`config.mk`:
```
export PLATFORM = sky130hd
export DESIGN_NAME = mem_bank_mapper
export DESIGN_NICKNAME = d
export VERILOG_FILES = /design/src/rtl/bank_map_pkg.sv /design/src/rtl/page_port_decode.sv /design/src/rtl/page_cfg_regs.sv /design/src/rtl/page_xlate.sv /design/src/rtl/mem_bank_mapper.sv
export SDC_FILE = /design/constraint.sdc
export NUM_CORES = 1
export LEC_CHECK = 0
export BUFFER_PORTS_ARGS = -buffer_cell sky130_fd_sc_hd__buf_2
export CORE_ASPECT_RATIO = 1.4
export CORE_MARGIN = 2
export CORE_UTILIZATION = 27
export DETAILED_ROUTE_END_ITERATION = 6
export PLACE_DENSITY = 0.66
export SLEW_MARGIN = 20
export SYNTH_ARGS = -nofsm -noshare
export SYNTH_HDL_FRONTEND = slang
export SYNTH_HIERARCHICAL = 1
export SYNTH_SLANG_ARGS = --single-unit
```
`constraint.sdc`:
```
create_clock -name clk_i -period 2.9 [get_ports clk_i]
set_clock_uncertainty 0.2 [all_clocks]
set_input_delay 0.145 -clock clk_i [delete_from_list [all_inputs] [get_ports clk_i]]
set_output_delay 0.145 -clock clk_i [all_outputs]
set_load 0.005 [all_outputs]
```
`src/rtl/bank_map_pkg.sv`:
```
package bank_map_pkg;
  localparam int ADDR_W     = 16;
  localparam int DATA_W     = 8;
  localparam int OFFS_W     = 14;
  localparam int BANK_W     = 3;
  localparam int ROM_BANK_W = 2;
  localparam int N_WIN      = 1 << (ADDR_W - OFFS_W);

  typedef struct packed {
    logic [BANK_W-1:0]     top_bank;
    logic [ROM_BANK_W-1:0] rom_bank;
    logic                  low_ram;
    logic                  locked;
  } page_cfg_t;
endpackage

```
`src/rtl/page_port_decode.sv`:
```
module page_port_decode
  import bank_map_pkg::*;
#(
  parameter logic [ADDR_W-1:0] PORT_ADDR = 16'h7FFD
) (
  input  logic [ADDR_W-1:0] addr_i,
  input  logic              io_req_i,
  input  logic              wr_i,
  output logic              hit_o
);
  assign hit_o = io_req_i && wr_i && (addr_i == PORT_ADDR);
endmodule

```
`src/rtl/page_cfg_regs.sv`:
```
module page_cfg_regs
  import bank_map_pkg::*;
#(
  parameter int LOCK_BIT = 5
) (
  input  logic              clk_i,
  input  logic              rst_ni,
  input  logic              hit_top_i,
  input  logic              hit_low_i,
  input  logic [DATA_W-1:0] data_i,
  output page_cfg_t         cfg_o
);
  page_cfg_t cfg_q;
  logic      wr_ok;

  assign wr_ok = !cfg_q.locked;

  always_ff @(posedge clk_i or negedge rst_ni) begin
    if (!rst_ni) begin
      cfg_q <= '0;
    end else if (wr_ok) begin
      if (hit_top_i) begin
        cfg_q.top_bank <= data_i[BANK_W-1:0];
        cfg_q.locked   <= data_i[LOCK_BIT];
      end
      if (hit_low_i) begin
        cfg_q.rom_bank <= data_i[ROM_BANK_W-1:0];
        cfg_q.low_ram  <= data_i[ROM_BANK_W];
      end
    end
  end

  assign cfg_o = cfg_q;

  AST_LOCK_FREEZES: assert property (@(posedge clk_i) disable iff (!rst_ni)
    cfg_q.locked |=> $stable(cfg_q));
  AST_TOP_LOAD: assert property (@(posedge clk_i) disable iff (!rst_ni)
    (hit_top_i && !cfg_q.locked) |=> cfg_q.top_bank == $past(data_i[BANK_W-1:0]));
  AST_LOW_LOAD: assert property (@(posedge clk_i) disable iff (!rst_ni)
    (hit_low_i && !cfg_q.locked) |=> cfg_q.low_ram == $past(data_i[ROM_BANK_W]));
  AST_IDLE_HOLD: assert property (@(posedge clk_i) disable iff (!rst_ni)
    (!hit_top_i && !hit_low_i) |=> $stable(cfg_q));
endmodule

```
`src/rtl/page_xlate.sv`:
```
module page_xlate
  import bank_map_pkg::*;
#(
  parameter int WIN1_BANK = 5,
  parameter int WIN2_BANK = 2
) (
  input  logic                  clk_i,
  input  logic                  rst_ni,
  input  logic [ADDR_W-1:0]     addr_i,
  input  page_cfg_t             cfg_i,
  output logic                  rom_sel_o,
  output logic [BANK_W-1:0]     bank_o,
  output logic [OFFS_W-1:0]     offset_o
);
  localparam int WIN_W = ADDR_W - OFFS_W;

  logic [BANK_W-1:0] win_bank [N_WIN];
  logic [N_WIN-1:0]  win_rom;
  logic [WIN_W-1:0]  win;

  assign win = addr_i[ADDR_W-1:OFFS_W];

  for (genvar w = 0; w < N_WIN; w++) begin : g_win
    if (w == 0) begin : g_low
      assign win_rom[w]  = !cfg_i.low_ram;
      assign win_bank[w] = cfg_i.low_ram ? '0
                         : {{(BANK_W-ROM_BANK_W){1'b0}}, cfg_i.rom_bank};
    end else if (w == N_WIN-1) begin : g_top
      assign win_rom[w]  = 1'b0;
      assign win_bank[w] = cfg_i.top_bank;
    end else if (w == 1) begin : g_mid1
      assign win_rom[w]  = 1'b0;
      assign win_bank[w] = BANK_W'(WIN1_BANK);
    end else begin : g_mid2
      assign win_rom[w]  = 1'b0;
      assign win_bank[w] = BANK_W'(WIN2_BANK);
    end
  end

  assign rom_sel_o = win_rom[win];
  assign bank_o    = win_bank[win];
  assign offset_o  = addr_i[OFFS_W-1:0];

  AST_MID_RAM: assert property (@(posedge clk_i) disable iff (!rst_ni)
    (win == 1 || win == 2) |-> !rom_sel_o);
  AST_ROM_BANK_RANGE: assert property (@(posedge clk_i) disable iff (!rst_ni)
    rom_sel_o |-> !bank_o[BANK_W-1]);
endmodule

```
`src/rtl/mem_bank_mapper.sv`:
```
module mem_bank_mapper
  import bank_map_pkg::*;
#(
  parameter logic [15:0] TOP_PORT  = 16'h7FFD,
  parameter logic [15:0] LOW_PORT  = 16'h1FFD,
  parameter int          LOCK_BIT  = 5,
  parameter int          WIN1_BANK = 5,
  parameter int          WIN2_BANK = 2
) (
  input  logic        clk_i,
  input  logic        rst_ni,
  input  logic [15:0] cpu_addr_i,
  input  logic [7:0]  cpu_data_i,
  input  logic        io_req_i,
  input  logic        mem_req_i,
  input  logic        wr_i,
  output logic        rom_sel_o,
  output logic [2:0]  bank_o,
  output logic [13:0] offset_o,
  output logic        ram_we_o,
  output logic        rom_wr_o
);
  logic      hit_top, hit_low, mem_wr;
  page_cfg_t cfg;

  page_port_decode #(.PORT_ADDR(TOP_PORT)) u_dec_top (
    .addr_i(cpu_addr_i), .io_req_i(io_req_i), .wr_i(wr_i), .hit_o(hit_top));
  page_port_decode #(.PORT_ADDR(LOW_PORT)) u_dec_low (
    .addr_i(cpu_addr_i), .io_req_i(io_req_i), .wr_i(wr_i), .hit_o(hit_low));

  page_cfg_regs #(.LOCK_BIT(LOCK_BIT)) u_regs (
    .clk_i(clk_i), .rst_ni(rst_ni), .hit_top_i(hit_top), .hit_low_i(hit_low),
    .data_i(cpu_data_i), .cfg_o(cfg));

  page_xlate #(.WIN1_BANK(WIN1_BANK), .WIN2_BANK(WIN2_BANK)) u_xlate (
    .clk_i(clk_i), .rst_ni(rst_ni), .addr_i(cpu_addr_i), .cfg_i(cfg),
    .rom_sel_o(rom_sel_o), .bank_o(bank_o), .offset_o(offset_o));

  assign mem_wr   = mem_req_i && wr_i;
  assign ram_we_o = mem_wr && !rom_sel_o;
  assign rom_wr_o = mem_wr && rom_sel_o;

  AST_ROM_WR_BLOCKED: assert property (@(posedge clk_i) disable iff (!rst_ni)
    rom_sel_o |-> !ram_we_o);
  AST_WR_ROUTED: assert property (@(posedge clk_i) disable iff (!rst_ni)
    (mem_req_i && wr_i) |-> $countones({ram_we_o, rom_wr_o}) == 1);
endmodule

```
### Word level (Yosys, flattened, before mapping)

Index checks and enable logic that the tools add are counted.

* order comparisons: 2
* eq/ne operators: 2
* mux-type cells: 8
* bitwise logic cells: 2
* reductions and logical operators: 10

Operators with widths (number)
* 16-bit by 13-bit equality test with 1-bit output (second input constant): 1
* 16-bit by 15-bit equality test with 1-bit output (second input constant): 1
* 3-bit binary-select mux with 2-bit select: 1
* 1-bit logical AND: 6
* 3-bit 2-to-1 mux: 2
* 2-bit AND reduction: 2
* 3-bit >= comparator (second input constant): 1
* 2-bit by 3-bit < comparator with 1-bit output (second input constant): 1
* 1-bit 2-to-1 mux: 3
* 2-bit inverter with 3-bit output: 1
* 1-bit binary-select mux with 2-bit select: 1
* 1-bit logical NOT: 2
* 2-bit 2-to-1 mux: 1
* 1-bit inverter: 1

* flip-flop bits (word level): 7
* input port bits: 29
* output and inout port bits: 20
* logic and storage cells: 28

### Logic depth before layout (Yosys ltp)

* depth after elaboration: 5
* gate-level depth with buffers: 5
* depth with buffers taken out: 5

### Cells and area by module

Netlist, hierarchy kept.

By module, submodules not included
* page_cfg_regs: instances 1, cells an instance 16, area each 284.0 sq um, seq. area each 175.2 sq um
* page_xlate: instances 1, cells an instance 23, area each 165.2 sq um, seq. area each 0.0 sq um
* page_port_decode at u_dec_top: instances 1, cells an instance 6, area each 50.0 sq um, seq. area each 0.0 sq um
* page_port_decode at u_dec_low: instances 1, cells an instance 7, area each 45.0 sq um, seq. area each 0.0 sq um
* mem_bank_mapper: instances 1, cells an instance 2, area each 16.3 sq um, seq. area each 0.0 sq um

### Worst setup path before layout

Ideal clock, no wire load.

* path type: input -> register
* start: input cpu_addr_i[8]
* end: register u_regs.cfg_q (netlist bit u_regs/cfg_o[4])
* library setup time: 0.125 ns
* data arrival time: 1.233 ns
* data required time: 2.575 ns
* setup slack: 1.343 ns
* stages on the path: 5
* path buffers: 0
* cells stage by stage: and4_1 > nand3_1 > nor4_2 > nor2b_2 > mux2_2

* cells in the longest elaborated chain, start to end: 3

Ends and longest elaborated chain
* start, declared: line mem_bank_mapper.sv:12 `input logic [15:0] cpu_addr_i,`
* 16-bit by 15-bit equality test with 1-bit output: line page_port_decode.sv:11 `assign hit_o = io_req_i && wr_i && (addr_i == PORT_ADDR);`
* 1-bit logical AND: line page_port_decode.sv:11
* net hit_top: line mem_bank_mapper.sv:23 `logic hit_top, hit_low, mem_wr;`
* 2-bit AND reduction (no line)
* end, declared: line page_cfg_regs.sv:13 `page_cfg_t cfg_q;`

The timed path passes the listed nets, and every way through them passes these cells.
A chain may end at the register's enable or synchronous reset.

### Worst setup path in the final report

* start: register u_regs.cfg_q (netlist bit u_regs/cfg_o[1])
* end: output ram_we_o

* cells in the longest elaborated chain, start to end: 5

Ends and longest elaborated chain
* 1-bit logical NOT: line page_xlate.sv:25 `assign win_rom[w] = !cfg_i.low_ram;`
* 1-bit binary-select mux with 2-bit select: line page_xlate.sv:40 `assign rom_sel_o = win_rom[win];`
* 1-bit 2-to-1 mux (not written as such): line page_xlate.sv:40
* 1-bit logical NOT: line mem_bank_mapper.sv:40 `assign ram_we_o = mem_wr && !rom_sel_o;`
* 1-bit logical AND: line mem_bank_mapper.sv:40
* end, declared: line mem_bank_mapper.sv:20 `output logic ram_we_o,`

Every way passes these cells. The select of a mux whose other input is x is not followed.

==> summary.txt <==
Outcome
  • Status: complete, no violations

Power and ir drop
  • P_leak: 0.424 nW
  • Worst vdd ir: 0.149 mV
  • Power per cell area: 302 mW/mm²

Synth
  • Warnings from Yosys: 6
  • Synth Register Bits: 7
  • Syn nets: 83
  • Leading area contributor after synthesis: dfrtp_1
  • Mapped Area: 561 µm²
  • Register area share after synthesis: a little under a third
  • Most frequent cells after synthesis: buf_4 (14), dfrtp_1 (7), nand4_1 (4)
  • Top_reg_cell synth: dfrtp_1
  • Async S/R FF share, synth: 100%
  • Mean area per synthesized cell: 10.4 µm²
  • Share of Yosys cell area claimed by the top area cell type: 31.3%
  • Most frequent cell after synthesis: buf_4
  • Post-synth EDFFs: 0
  • Largest cells by area after synthesis: dfrtp_1 (31%), buf_4 (19%), mux2_4 (8.0%)
  • Post-synthesis cell count: 54
  • Distinct cells, synth: 25

Routing
  • Initial DRT Pass Iterations: 4
  • Detail Route Antenna Nets: 0
  • Vias per inst: 4.69
  • Routed WL: 1230 µm
  • First-iteration detailed-routing DRC count: 14
  • DRC viols: 0
  • Via Count: 535
  • Avg WL per Cell: 10.8 µm

Clock tree
  • Clock H-tree levels: 1
  • TritonCTS clock tree: done
  • CTS Root Cell: clkbuf_4
  • Clock Sinks: 7
  • Post-CTS sizing: 0
  • Hold_buf cts: 5
  • Reg clk slew, reported paths: roughly 0.05 ns
  • CTS Buf Count: 3
  • Total setup buffers inserted after CTS: 0
  • Clock Latency Late Sink: roughly 0.24 ns
  • Clock buffer depth: 2

Place
  • Gpl congestion: 0.690
  • Place WS: 1.10 ns
  • Post-DP HPWL: 1070 µm
  • I/O Buffers: 44

Min path
  • Hold WC Path Type: input port to asynchronous set/reset pin

Layout
  • Share of layout cells above drive strength 1: between 60 and 70%
  • Final nets: 123
  • Fill cell count: 205
  • Diodes inserted: 0
  • Largest register FFs: 7
  • Area growth from synthesis to layout: 38.8%

STA
  • Setup ws final: 1.34 ns
  • RSZ-0062 raised after global routing: no
  • Fmax achieved: 0.642 GHz
  • Period minus WS final: around 1.6 ns
  • Slew headroom: 83.0%
  • Setup TNS: 0 ns
  • Measured slew at the worst slew-check pin: about 0.25 ns
  • Final setup fails: 0
  • Pins Over Slew Limit: 0
  • Fin crit share: 53.7%
  • Hold_ws: ~0.055 ns
  • Hold Fails Final Rpt: 0

Critical path
  • Worst-path cell chain: nor3_1 -> and3b_1 -> buf_2
  • Worst EP arrival: 1.21 ns
  • Startpoint Class: flip-flop
  • WP data required: about 2.6 ns
  • Critical-path top delay cell: dfrtp_1
  • Nature of the critical path endpoint: output pin
  • Max incr delay on CP: 0.42 ns
  • Crit-path leading delay family: simple AND/OR/NAND/NOR gates
  • Critical path type: flip-flop to output pin
  • CP Max Fanout: 4
  • WP buf/inv: 1

Die
  • I/O pin count: 49
  • Starting Density: 28.4%
  • DIE WIDTH: 42.5 µm
  • # rows: 19
  • Die H: 57.9 µm
  • Core area: 0.00197 mm²
  • Total die area: roughly 0.0025 mm²

Global routing
  • First-pass GRT wire length: approximately 2100 µm
  • Total GRT Usage: around 11%
  • Antenna violations before repair: 0
  • Grt ovf: 0
  • Vias in the first global route: roughly 500
  • Largest net degree at the start of global routing: 9

Job
  • Max_cap viols: 0
## metal layers
| metal | wire length (µm) | global-route usage (%) | vias up |
|---|---|---|---|
| met5 | 0 | 0 | - |
| met4 | 0 | 4.02 | 0 |
| met3 | 175 | 3.43 | 0 |
| met2 | 601 | 20.4 | 40 |
| met1 | 450 | 11.7 | 233 |
| li1 | - | - | 262 |
## cells by family (layout without fill, tap and decap cells)
family / after synthesis / after routing / share of synthesized area [%]
buf+inv: 16 / 55 / 20.1
flops: 7 / 7 / 31.3
mux: 6 / 6 / 14.1
simple gates: 21 / 21 / 28.8
compound gates: 4 / 4 / 5.81
## worst register-to-register path: cells and delay by family, from the launching register on
kind | cells | cell delay [ns]
flip-flops | 1 | 0.39
AND/OR/NAND/NOR | 1 | 0.19
multiplexers | 1 | 0.36
## layout by cell type, fill, tap and decap left out, drive strengths merged, types with 2 or more instances in the layout
master / synthesis / layout
inv: 2 / 2
dfrtp: 7 / 7
dlygate4sd3: 0 / 5
a2bb2oi: 2 / 2
nor2b: 2 / 2
buf: 14 / 44
nand2: 2 / 2
nor4: 2 / 2
mux2: 6 / 6
clkbuf: 0 / 4
nand4: 4 / 4
## cell type report
type | count | area [µm²] | share of cell area, %
inverters | 2 | 7.51 | 0.965
flip-flops and latches | 7 | 175 | 22.5
multi-input cells | 31 | 273 | 35.0
clock buffers | 4 | 26.3 | 3.38
well taps | 21 | 26.3 | 3.38
repair buffers | 49 | 270 | 34.7
## stage by stage
stage                     power, mW  std cells  utilization (%)  instance area (µm²)
final                         0.235        114             39.4                  778
after CTS                     0.240        114             39.4                  778
after detailed placement      0.148        105             35.6                  702
after floorplan               0.123         54                -                  561
after global routing          0.249        114             39.4                  778
after global placement        0.147        105             35.6                  702
## power breakdown
group / total [mW] / leakage (nW) / switching (mW) / internal [mW]
Clock: 0.0848 / 0.0150 / 0.0325 / 0.0523
Combinational: 0.0524 / 0.311 / 0.0228 / 0.0296
Sequential: 0.0979 / 0.0979 / 0.0000123 / 0.0979
Total: 0.235 / 0.424 / 0.0553 / 0.180
## final timing paths
kind                            startpoint         endpoint  slack, ns  depth (start not counted)
min reg2reg                u_regs/cfg_o[0]  u_regs/cfg_o[0]       0.30                          1
max reg2reg                u_regs/cfg_o[0]  u_regs/cfg_o[5]       1.64                          2
max                        u_regs/cfg_o[1]         ram_we_o       1.34                          3
max in group asynchronous           rst_ni  u_regs/cfg_o[0]       2.29                          2
min                                 rst_ni  u_regs/cfg_o[5]       0.05                          2
min in group clk_i           cpu_addr_i[5]  u_regs/cfg_o[0]       0.14                          4
Power figures use the tool's default switching activity.
